`src/rtl/err_stress_pkg.sv`:
```
package err_stress_pkg;

  typedef enum logic [2:0] {
    SM_OFF       = 3'd0,
    SM_ON        = 3'd1,
    SM_PULSE_ON  = 3'd2,
    SM_PULSE_OFF = 3'd3,
    SM_SEQ_ON    = 3'd4,
    SM_SEQ_OFF   = 3'd5
  } stress_mode_e;

  localparam int unsigned PULSE_STEPS = 1;
  localparam int unsigned SEQ_STEPS   = 3;
  localparam int unsigned STEP_W      = $clog2(SEQ_STEPS + 1);

  // level outside any pulse or burst
  function automatic logic rest_level(input logic [2:0] m);
    return (m == 3'(SM_ON)) || (m == 3'(SM_PULSE_OFF)) || (m == 3'(SM_SEQ_OFF));
  endfunction

  // cells in one burst; 0 = mode has no burst
  function automatic logic [STEP_W-1:0] burst_len(input logic [2:0] m);
    case (m)
      3'(SM_PULSE_ON), 3'(SM_PULSE_OFF): return STEP_W'(PULSE_STEPS);
      3'(SM_SEQ_ON),   3'(SM_SEQ_OFF):   return STEP_W'(SEQ_STEPS);
      default:                           return '0;
    endcase
  endfunction

endpackage

```
`src/rtl/err_stress_fsm.sv`:
```
module err_stress_fsm
  import err_stress_pkg::*;
(
  input  logic       clk_i,
  input  logic       rst_ni,
  input  logic       cell_start_i,
  input  logic [2:0] mode_i,
  input  logic       start_i,
  output logic       act_now_o,
  output logic       act_q_o,
  output logic       busy_o
);

  logic [2:0]        mode_q;
  logic [STEP_W-1:0] step_q, step_d;
  logic              pend_q, pend_d;
  logic              act_q, act_d;
  logic [2:0]        eff_mode;
  logic              rest;
  logic [STEP_W-1:0] len;
  logic              mode_chg;
  logic              accept;

  assign eff_mode = cell_start_i ? mode_i : mode_q;
  assign rest     = rest_level(eff_mode);
  assign len      = burst_len(eff_mode);
  assign mode_chg = cell_start_i && (mode_i != mode_q);

  always_comb begin
    act_d  = act_q;
    step_d = step_q;
    pend_d = pend_q;
    if (cell_start_i) begin
      if (mode_chg) begin
        act_d  = rest;
        step_d = '0;
        pend_d = 1'b0;
      end else if (step_q != '0) begin
        act_d  = rest ^ step_q[0];
        step_d = (step_q == len) ? '0 : step_q + 1'b1;
      end else if (pend_q) begin
        act_d  = ~rest;
        pend_d = 1'b0;
        step_d = (len > STEP_W'(1)) ? STEP_W'(2) : '0;
      end else begin
        act_d  = rest;
      end
    end
    // a request is taken only when nothing is armed or running afterwards
    accept = start_i && (len != '0) && (step_d == '0) && !pend_d;
    if (accept) pend_d = 1'b1;
  end

  always_ff @(posedge clk_i or negedge rst_ni) begin
    if (!rst_ni) begin
      mode_q <= 3'(SM_OFF);
      step_q <= '0;
      pend_q <= 1'b0;
      act_q  <= 1'b0;
    end else begin
      if (cell_start_i) mode_q <= mode_i;
      step_q <= step_d;
      pend_q <= pend_d;
      act_q  <= act_d;
    end
  end

  assign act_now_o = cell_start_i ? act_d : act_q;
  assign act_q_o   = act_q;
  assign busy_o    = pend_q || (step_q != '0);

endmodule

```
`src/rtl/err_cfg_hold.sv`:
```
module err_cfg_hold #(
  parameter int unsigned IDX_W  = 6,
  parameter int unsigned MASK_W = 8
) (
  input  logic              clk_i,
  input  logic              rst_ni,
  input  logic              cell_start_i,
  input  logic              kind_i,
  input  logic [IDX_W-1:0]  pos_i,
  input  logic [MASK_W-1:0] mask_i,
  output logic              kind_cur_o,
  output logic [IDX_W-1:0]  pos_cur_o,
  output logic [MASK_W-1:0] mask_cur_o,
  output logic              kind_q_o
);

  logic              kind_q;
  logic [IDX_W-1:0]  pos_q;
  logic [MASK_W-1:0] mask_q;

  always_ff @(posedge clk_i or negedge rst_ni) begin
    if (!rst_ni) begin
      kind_q <= 1'b0;
      pos_q  <= '0;
      mask_q <= '0;
    end else if (cell_start_i) begin
      kind_q <= kind_i;
      pos_q  <= pos_i;
      mask_q <= mask_i;
    end
  end

  // the start beat already uses the fresh settings
  assign kind_cur_o = cell_start_i ? kind_i : kind_q;
  assign pos_cur_o  = cell_start_i ? pos_i  : pos_q;
  assign mask_cur_o = cell_start_i ? mask_i : mask_q;
  assign kind_q_o   = kind_q;

endmodule

```
`src/rtl/err_byte_xor.sv`:
```
module err_byte_xor #(
  parameter int unsigned IDX_W  = 6,
  parameter int unsigned MASK_W = 8
) (
  input  logic              clk_i,
  input  logic              rst_ni,
  input  logic              byte_valid_i,
  input  logic [IDX_W-1:0]  byte_idx_i,
  input  logic              act_i,
  input  logic              kind_i,
  input  logic [IDX_W-1:0]  pos_i,
  input  logic [MASK_W-1:0] mask_i,
  output logic [MASK_W-1:0] xor_mask_o,
  output logic              mask_vld_o
);

  logic              hit;
  logic [MASK_W-1:0] xor_q;
  logic              vld_q;

  assign hit = byte_valid_i && act_i && !kind_i && (byte_idx_i == pos_i);

  always_ff @(posedge clk_i or negedge rst_ni) begin
    if (!rst_ni) begin
      xor_q <= '0;
      vld_q <= 1'b0;
    end else begin
      xor_q <= hit ? mask_i : '0;
      vld_q <= byte_valid_i;
    end
  end

  assign xor_mask_o = xor_q;
  assign mask_vld_o = vld_q;

endmodule

```
`src/rtl/err_stress_ctrl.sv`:
```
module err_stress_ctrl #(
  parameter int unsigned CELL_BYTES = 53,
  parameter int unsigned MASK_W     = 8,
  localparam int unsigned IDX_W     = $clog2(CELL_BYTES)
) (
  input  logic              clk_i,
  input  logic              rst_ni,
  input  logic              cell_start_i,
  input  logic              byte_valid_i,
  input  logic [IDX_W-1:0]  byte_idx_i,
  input  logic [2:0]        mode_i,
  input  logic              start_i,
  input  logic              err_kind_i,
  input  logic [IDX_W-1:0]  err_pos_i,
  input  logic [MASK_W-1:0] err_mask_i,
  output logic              cell_active_o,
  output logic              cell_drop_o,
  output logic              busy_o,
  output logic [MASK_W-1:0] xor_mask_o,
  output logic              mask_vld_o
);

  logic              act_now;
  logic              act_q;
  logic              kind_cur;
  logic              kind_q;
  logic [IDX_W-1:0]  pos_cur;
  logic [MASK_W-1:0] mask_cur;

  err_stress_fsm i_fsm (
    .clk_i        (clk_i),
    .rst_ni       (rst_ni),
    .cell_start_i (cell_start_i),
    .mode_i       (mode_i),
    .start_i      (start_i),
    .act_now_o    (act_now),
    .act_q_o      (act_q),
    .busy_o       (busy_o)
  );

  err_cfg_hold #(.IDX_W(IDX_W), .MASK_W(MASK_W)) i_cfg (
    .clk_i        (clk_i),
    .rst_ni       (rst_ni),
    .cell_start_i (cell_start_i),
    .kind_i       (err_kind_i),
    .pos_i        (err_pos_i),
    .mask_i       (err_mask_i),
    .kind_cur_o   (kind_cur),
    .pos_cur_o    (pos_cur),
    .mask_cur_o   (mask_cur),
    .kind_q_o     (kind_q)
  );

  err_byte_xor #(.IDX_W(IDX_W), .MASK_W(MASK_W)) i_xor (
    .clk_i        (clk_i),
    .rst_ni       (rst_ni),
    .byte_valid_i (byte_valid_i),
    .byte_idx_i   (byte_idx_i),
    .act_i        (act_now),
    .kind_i       (kind_cur),
    .pos_i        (pos_cur),
    .mask_i       (mask_cur),
    .xor_mask_o   (xor_mask_o),
    .mask_vld_o   (mask_vld_o)
  );

  assign cell_active_o = act_q;
  assign cell_drop_o   = act_q && kind_q;

endmodule

```
`config.mk`:
```
export PLATFORM = sky130hd
export DESIGN_NAME = err_stress_ctrl
export DESIGN_NICKNAME = d
export VERILOG_FILES = /design/src/rtl/err_stress_pkg.sv /design/src/rtl/err_stress_fsm.sv /design/src/rtl/err_cfg_hold.sv /design/src/rtl/err_byte_xor.sv /design/src/rtl/err_stress_ctrl.sv
export SDC_FILE = /design/constraint.sdc
export NUM_CORES = 1
export LEC_CHECK = 0
export CORE_ASPECT_RATIO = 0.9
export CORE_UTILIZATION = 45
export CTS_BUF_LIST = sky130_fd_sc_hd__clkbuf_8
export CTS_CLUSTER_SIZE = 25
export DETAILED_ROUTE_END_ITERATION = 10
export DONT_BUFFER_PORTS = 1
export PLACE_DENSITY = 0.65
export SYNTH_ARGS = -nofsm -noshare
export SYNTH_HDL_FRONTEND = slang
export SYNTH_SLANG_ARGS = --single-unit
```
`constraint.sdc`:
```
create_clock -name clk_i -period 3.3 [get_ports clk_i]
set_input_delay 0.495 -clock clk_i [delete_from_list [all_inputs] [get_ports clk_i]]
set_output_delay 0.495 -clock clk_i [all_outputs]
set_load 0.02 [all_outputs]
```
Word level (Yosys, flattened, before mapping)
Index checks and enable logic that the tools add are counted.
Operators by class
  magnitude comparators: 1
  add/subtract/negate cells: 1
  reductions and logical operators: 18
  equal/unequal tests: 8
  bitwise logic cells: 2
  muxes and demuxes: 21
Operators with widths (number)
  8-bit 2-to-1 mux: 2
  2-bit 2-to-1 mux: 6
  1-bit 2-to-1 mux: 10
  1-bit logical AND: 8
  3-bit by 2-bit equality test with 1-bit output (second input constant): 2
  3-bit equality test (second input constant): 2
  6-bit equality test: 1
  6-bit 2-to-1 mux: 1
  2-bit case mux with 2 select lines: 1
  2-bit nonzero test: 2
  2-bit OR reduction: 2
  3-bit by 1-bit equality test with 1-bit output (second input constant): 1
  1-bit logical OR: 3
  3-bit 2-to-1 mux: 1
  3-bit != test: 1
  2-bit by 1-bit adder with 2-bit output (second input constant): 1
  2-bit equality test: 1
  2-bit by 1-bit > comparator with 1-bit output (second input constant): 1
  1-bit zero test: 2
  2-bit zero test: 1
  1-bit NOT: 1
  1-bit bitwise XOR: 1
Word-level totals
  output and inout bits: 12
  input port bits: 29
  bits in registers: 31
  word-level logic and storage cells: 60

Depth between registers and ports, before layout
  depth in word-level cells: 14
  gate-level depth with buffers: 9
  depth with buffers taken out: 6

Hierarchy
Synthesis repeated with hierarchy kept, for this count alone.
Unflattened totals
  cell total of the unflattened synthesis: 117
  area total of the unflattened synthesis: 1511.4 um2
By module, submodules not included
  err_cfg_hold: cells an instance 32, seq. area each 375.4 um2, area an instance 613.1 um2, instances 1
  err_stress_fsm: cells an instance 50, seq. area each 175.2 um2, area an instance 481.7 um2, instances 1
  err_byte_xor: cells an instance 34, seq. area each 225.2 um2, area an instance 410.4 um2, instances 1
  err_stress_ctrl: cells an instance 1, seq. area each 0.0 um2, area an instance 6.3 um2, instances 1

Least setup slack after synthesis
OpenSTA, ideal clock, no wires.
  kind: input to register
  start: input cell_start_i
  end: register i_fsm.pend_q
  required time: 3.190 ns
  stages: 9
  arrival time: 2.573 ns
  library setup time: 0.110 ns
  buffers on the path: 3
  slack: 0.617 ns
  cell sequence: buf_6 > buf_6 > clkbuf_1 > mux2_1 > ha_1 > xor2_1 > a21boi_1 > o2111a_1 > o41ai_1
On the way
  longest elaborated chain between the ends: 14
  elaborated cells between the ends (all ways): 26
  those cells by class: 1 x order compare; 5 x eq/ne; 11 x mux; 9 x reduce/logical
RTL lines
  from (decl): line err_stress_ctrl.sv:8  | input logic cell_start_i,
  3-bit 2-to-1 mux (*)
  via i_fsm.eff_mode[2]: line err_stress_fsm.sv:18  | logic [2:0] eff_mode;
  3-bit equality test / 3-bit by 2-bit equality test with 1-bit output (equally long branches): line err_stress_pkg.sv:23  | case (m)
  2-bit OR reduction: line err_stress_pkg.sv:23
  2-bit case mux with 2 select lines (*): line err_stress_pkg.sv:23
  2-bit by 1-bit > comparator with 1-bit output: line err_stress_fsm.sv:44  | step_d = (len > STEP_W'(1)) ? STEP_W'(2) : '0;
  2-bit 2-to-1 mux: line err_stress_fsm.sv:44
  2-bit 2-to-1 mux: line err_stress_fsm.sv:41  | end else if (pend_q) begin
  2-bit 2-to-1 mux: line err_stress_fsm.sv:38  | end else if (step_q != '0) begin
  2-bit 2-to-1 mux: line err_stress_fsm.sv:34  | if (mode_chg) begin
  2-bit 2-to-1 mux: line err_stress_fsm.sv:33  | if (cell_start_i) begin
  2-bit zero test: line err_stress_fsm.sv:50  | accept = start_i && (len != '0) && (step_d == '0) && !pend_d;
  1-bit logical AND (*) (2 in a row): line err_stress_fsm.sv:50
  1-bit 2-to-1 mux (*): line err_stress_fsm.sv:51  | if (accept) pend_d = 1'b1;
  via i_fsm.pend_d: line err_stress_fsm.sv:16  | logic pend_q, pend_d;
  to (signal assigned): line err_stress_fsm.sv:63  | pend_q <= pend_d;
  to (decl): line err_stress_fsm.sv:16
Mark *: on every way through the listed nets, which the timed path passes. The rest lies on a longest branch.

Worst setup path in the final report
  start: register i_fsm.step_q[1]
  end: register i_xor.xor_q[2], in the netlist i_xor.xor_mask_o[2]
On the way
  longest elaborated chain between the ends: 9
RTL lines
  from (decl): line err_stress_fsm.sv:15  | logic [STEP_W-1:0] step_q, step_d;
  from (signal assigned): line err_stress_fsm.sv:62  | step_q <= step_d;
  2-bit nonzero test: line err_stress_fsm.sv:38
  1-bit 2-to-1 mux: line err_stress_fsm.sv:38
  1-bit 2-to-1 mux: line err_stress_fsm.sv:34
  1-bit 2-to-1 mux: line err_stress_fsm.sv:33
  1-bit 2-to-1 mux: line err_stress_fsm.sv:68  | assign act_now_o = cell_start_i ? act_d : act_q;
  1-bit logical AND (3 in a row): line err_byte_xor.sv:21  | assign hit = byte_valid_i && act_i && !kind_i && (byte_idx_i == pos_i);
  8-bit 2-to-1 mux: line err_byte_xor.sv:28  | xor_q <= hit ? mask_i : '0;
  to (signal assigned): line err_byte_xor.sv:28
  to (decl): line err_byte_xor.sv:18  | logic [MASK_W-1:0] xor_q;
Every way passes these cells.

==> flow_summary.ini <==
[timing]
maxSlewViolCount = 0
setup_tns_ns = 0
skew_ns = 0.00449
tightest_slew_ns = 1.06
rsz0062_at_grt = false
fmax_mhz = 440
period_minus_slack_ns = 2.27
max_slew_margin_pct = 29.0
finalSetupViolCount = 0
post-route-period-util_pct = 68.8
finalHoldViolCount = 0

[routing]
route.detailed.drc = 0
routedWlPerCell_microns = 16.4
drtIter0Drc = 14
drt-total-wl_microns = 2610
vias = 861
routed_via_density = 5.42
drt_pre_antenna_iters = 4
ant_nets = 0

[finish]
layout.nets = 149
diodes = 0
layout_common_cells = dfrtp_1 (31), inv_1 (11), mux2i_1 (10), xor2_1 (10), a2111oi_2 (8)
drive_above_1_share_pct = 22.2
area_growth_pct = 9.50
fin_util_pct = 52.8
mostFrequentLayoutCell = dfrtp_1

[setup_path]
r2r_slack_ns = 1.03
cp_top_family = XOR/XNOR gates
cp-start-kind = flip-flop
slowest_delay_ns = 0.85
cp-startpoint = i_fsm.step_q[1]
arrival_ns = 2.38
worstRegToRegCells = 6
cp_max_fo = 9
r2r_end = i_xor.xor_mask_o[2]
end_kind = flip-flop
worstPathRequired_ns = 3.41
cp_slowest_cell = xnor2_1
r2r_start = i_fsm.step_q[1]
crit_path_cell_trace = inv_1 -> ha_1 -> mux2i_1 -> nor4_1 -> xnor2_1 -> a2111oi_2
criticalPathCategory = reg2reg
crit_buf_inv = 1

[status]
outcome = finished, final reports clean

[clock_network]
clk_pin_slew_worst_paths_ns = 0.07
ctsResizeCount = 0
clk_path_buf_depth = 2
post_cts_buffers = 0
cts_root_buf = clkbuf_8
cts.htree.levels = 2
cts_num_sinks = 31
cts_tree = built
numCtsBuffers = 5
ctsHoldBuffers = 1
clkLatencyLatePin_ns = 0.28

[die]
die_h_microns = 57.0
core-area_sq_mm = 0.00314
die_area_sq_mm = 0.00360
die_x_microns = 63.1
rows = 19
start_util_pct = 48.2
io_pins = 41

[placement]
port_buffers = 0
gp_congestion = 0.910
dpl.hpwl_microns = 1850

[synthesis]
synth_fp_nets = 147
netlist_area_sq_mm = 0.00151
ys_types = 31
synthTopCellsByArea = dfrtp_1 (51%), a2111oi_2 (7.9%), mux2i_1 (6.6%)
yosys_warnings = 0
synth_seq_cells = 31
ys_seq_area_share_pct = 51.2
yosysTopAreaCell = dfrtp_1
avgSynthCellArea_sq_um = 13.3
syn_inst = 114
synthDominantCellAreaShare_pct = 51.2

[grt]
overflow = 0
grt_util_all_layers_pct = 17.1
grt_pass1_vias = 972
grt_max_degree = 34
antenna_found_initial = 0
grt_pass1_wl_microns = 4550

[min_path]
hold_class = in2async

[power]
powerDensity_mw_per_mm2 = 554
irDropWorstVdd_v = 0.000396
leakage_nw = 0.758

[run]
maxCapViolCount = 0
metal layers:
metal	vias to the layer above	share of wire (%)	track usage, %
li1	400	-	-
met2	23	49	26.7
met1	431	42	20.1
met5	-	0	0
met3	7	6.8	8.20
met4	0	2.3	7.97
final cells by class:
class | count | area [sq um]
fillers | 291 | 1480
flip-flops and latches | 31 | 776
multi-input cells | 65 | 647
clock buffers | 6 | 82.6
well taps | 42 | 52.6
inverters | 12 | 45.0
clock inverters | 2 | 35.0
repair buffers | 1 | 20.0
cells by family (layout without fill, tap and decap cells):
kind of cell,after synthesis,in the layout,share of synthesized area (%)
AOI/OAI and AO/OA,16,16,12.2
buffers and inverters,18,21,6.03
and+or+nand+nor,14,14,5.46
muxes,19,19,14.8
DFF,31,31,51.2
adders and majority gates,4,4,3.31
xor gates and xnor gates,12,12,6.94
Yosys cell counts:
| cell type | instances |
|---|---|
| xor2_1 | 10 |
| o2bb2ai_1 | 1 |
| a21boi_1 | 1 |
| nand2b_1 | 2 |
| nand2_1 | 2 |
| inv_2 | 1 |
| o41ai_1 | 2 |
| a21boi_0 | 1 |
| mux2i_1 | 10 |
| mux2_4 | 6 |
| and2_1 | 1 |
| clkbuf_1 | 2 |
| nor2_1 | 3 |
| mux2_1 | 2 |
| or4_1 | 1 |
| ha_1 | 4 |
| xnor2_1 | 2 |
| nor3_1 | 1 |
| o2111a_1 | 1 |
| a2111oi_2 | 8 |
| or2_1 | 1 |
| dfrtp_1 | 31 |
| o211ai_1 | 1 |
| inv_1 | 11 |
| buf_2 | 1 |
| a21oi_1 | 1 |
| nor4_1 | 1 |
| mux2_2 | 1 |
| or4b_4 | 1 |
| buf_6 | 3 |
| and2_0 | 1 |
per-stage QoR:
stage / setup WS, ns / total power, mW / area, sq um / hold WS (ns) / std cells
4_1_cts: 0.975 / 0.934 / 1660 / 0.0277 / 159
3_3_place_gp: 1.12 / 0.534 / 1520 / 0.200 / 150
3_5_place_dp: 1.02 / 0.537 / 1520 / 0.200 / 150
5_1_grt: 0.783 / 0.962 / 1660 / 0.0335 / 159
2_1_floorplan: 0.617 / 0.529 / 1510 / 0.199 / 114
6_report: 1.03 / 0.919 / 1660 / 0.0352 / 159
sequential cells by signal (all words and copies together) (netlist names):
signal and count:
i_cfg.pos_q 6, i_cfg.kind_q_o 1, i_fsm.step_q 2, i_fsm.pend_q 1
i_cfg.mask_q 8, i_xor.xor_mask_o 8, i_fsm.act_q_o 1, i_xor.mask_vld_o 1
i_fsm.mode_q 3
power breakdown:
part	switching [mW]	internal [mW]	leakage, nW	total (mW)
registers	0.0170	0.408	0.386	0.425
logic	0.0659	0.0490	0.312	0.115
clock network	0.135	0.244	0.0612	0.379
how the worst max path moves through the flow:
stage,cells past startpoint,slack [ns],end
6_report,6,1.03,i_xor.xor_mask_o[2]
2_1_floorplan,9,0.62,i_fsm.pend_q
5_1_grt,6,0.78,i_xor.xor_mask_o[2]
3_5_place_dp,6,1.02,i_xor.xor_mask_o[2]
3_3_place_gp,4,1.12,i_xor.xor_mask_o[3]
4_1_cts,6,0.98,i_xor.xor_mask_o[2]
No activity file was read; power rests on OpenSTA's default activity.
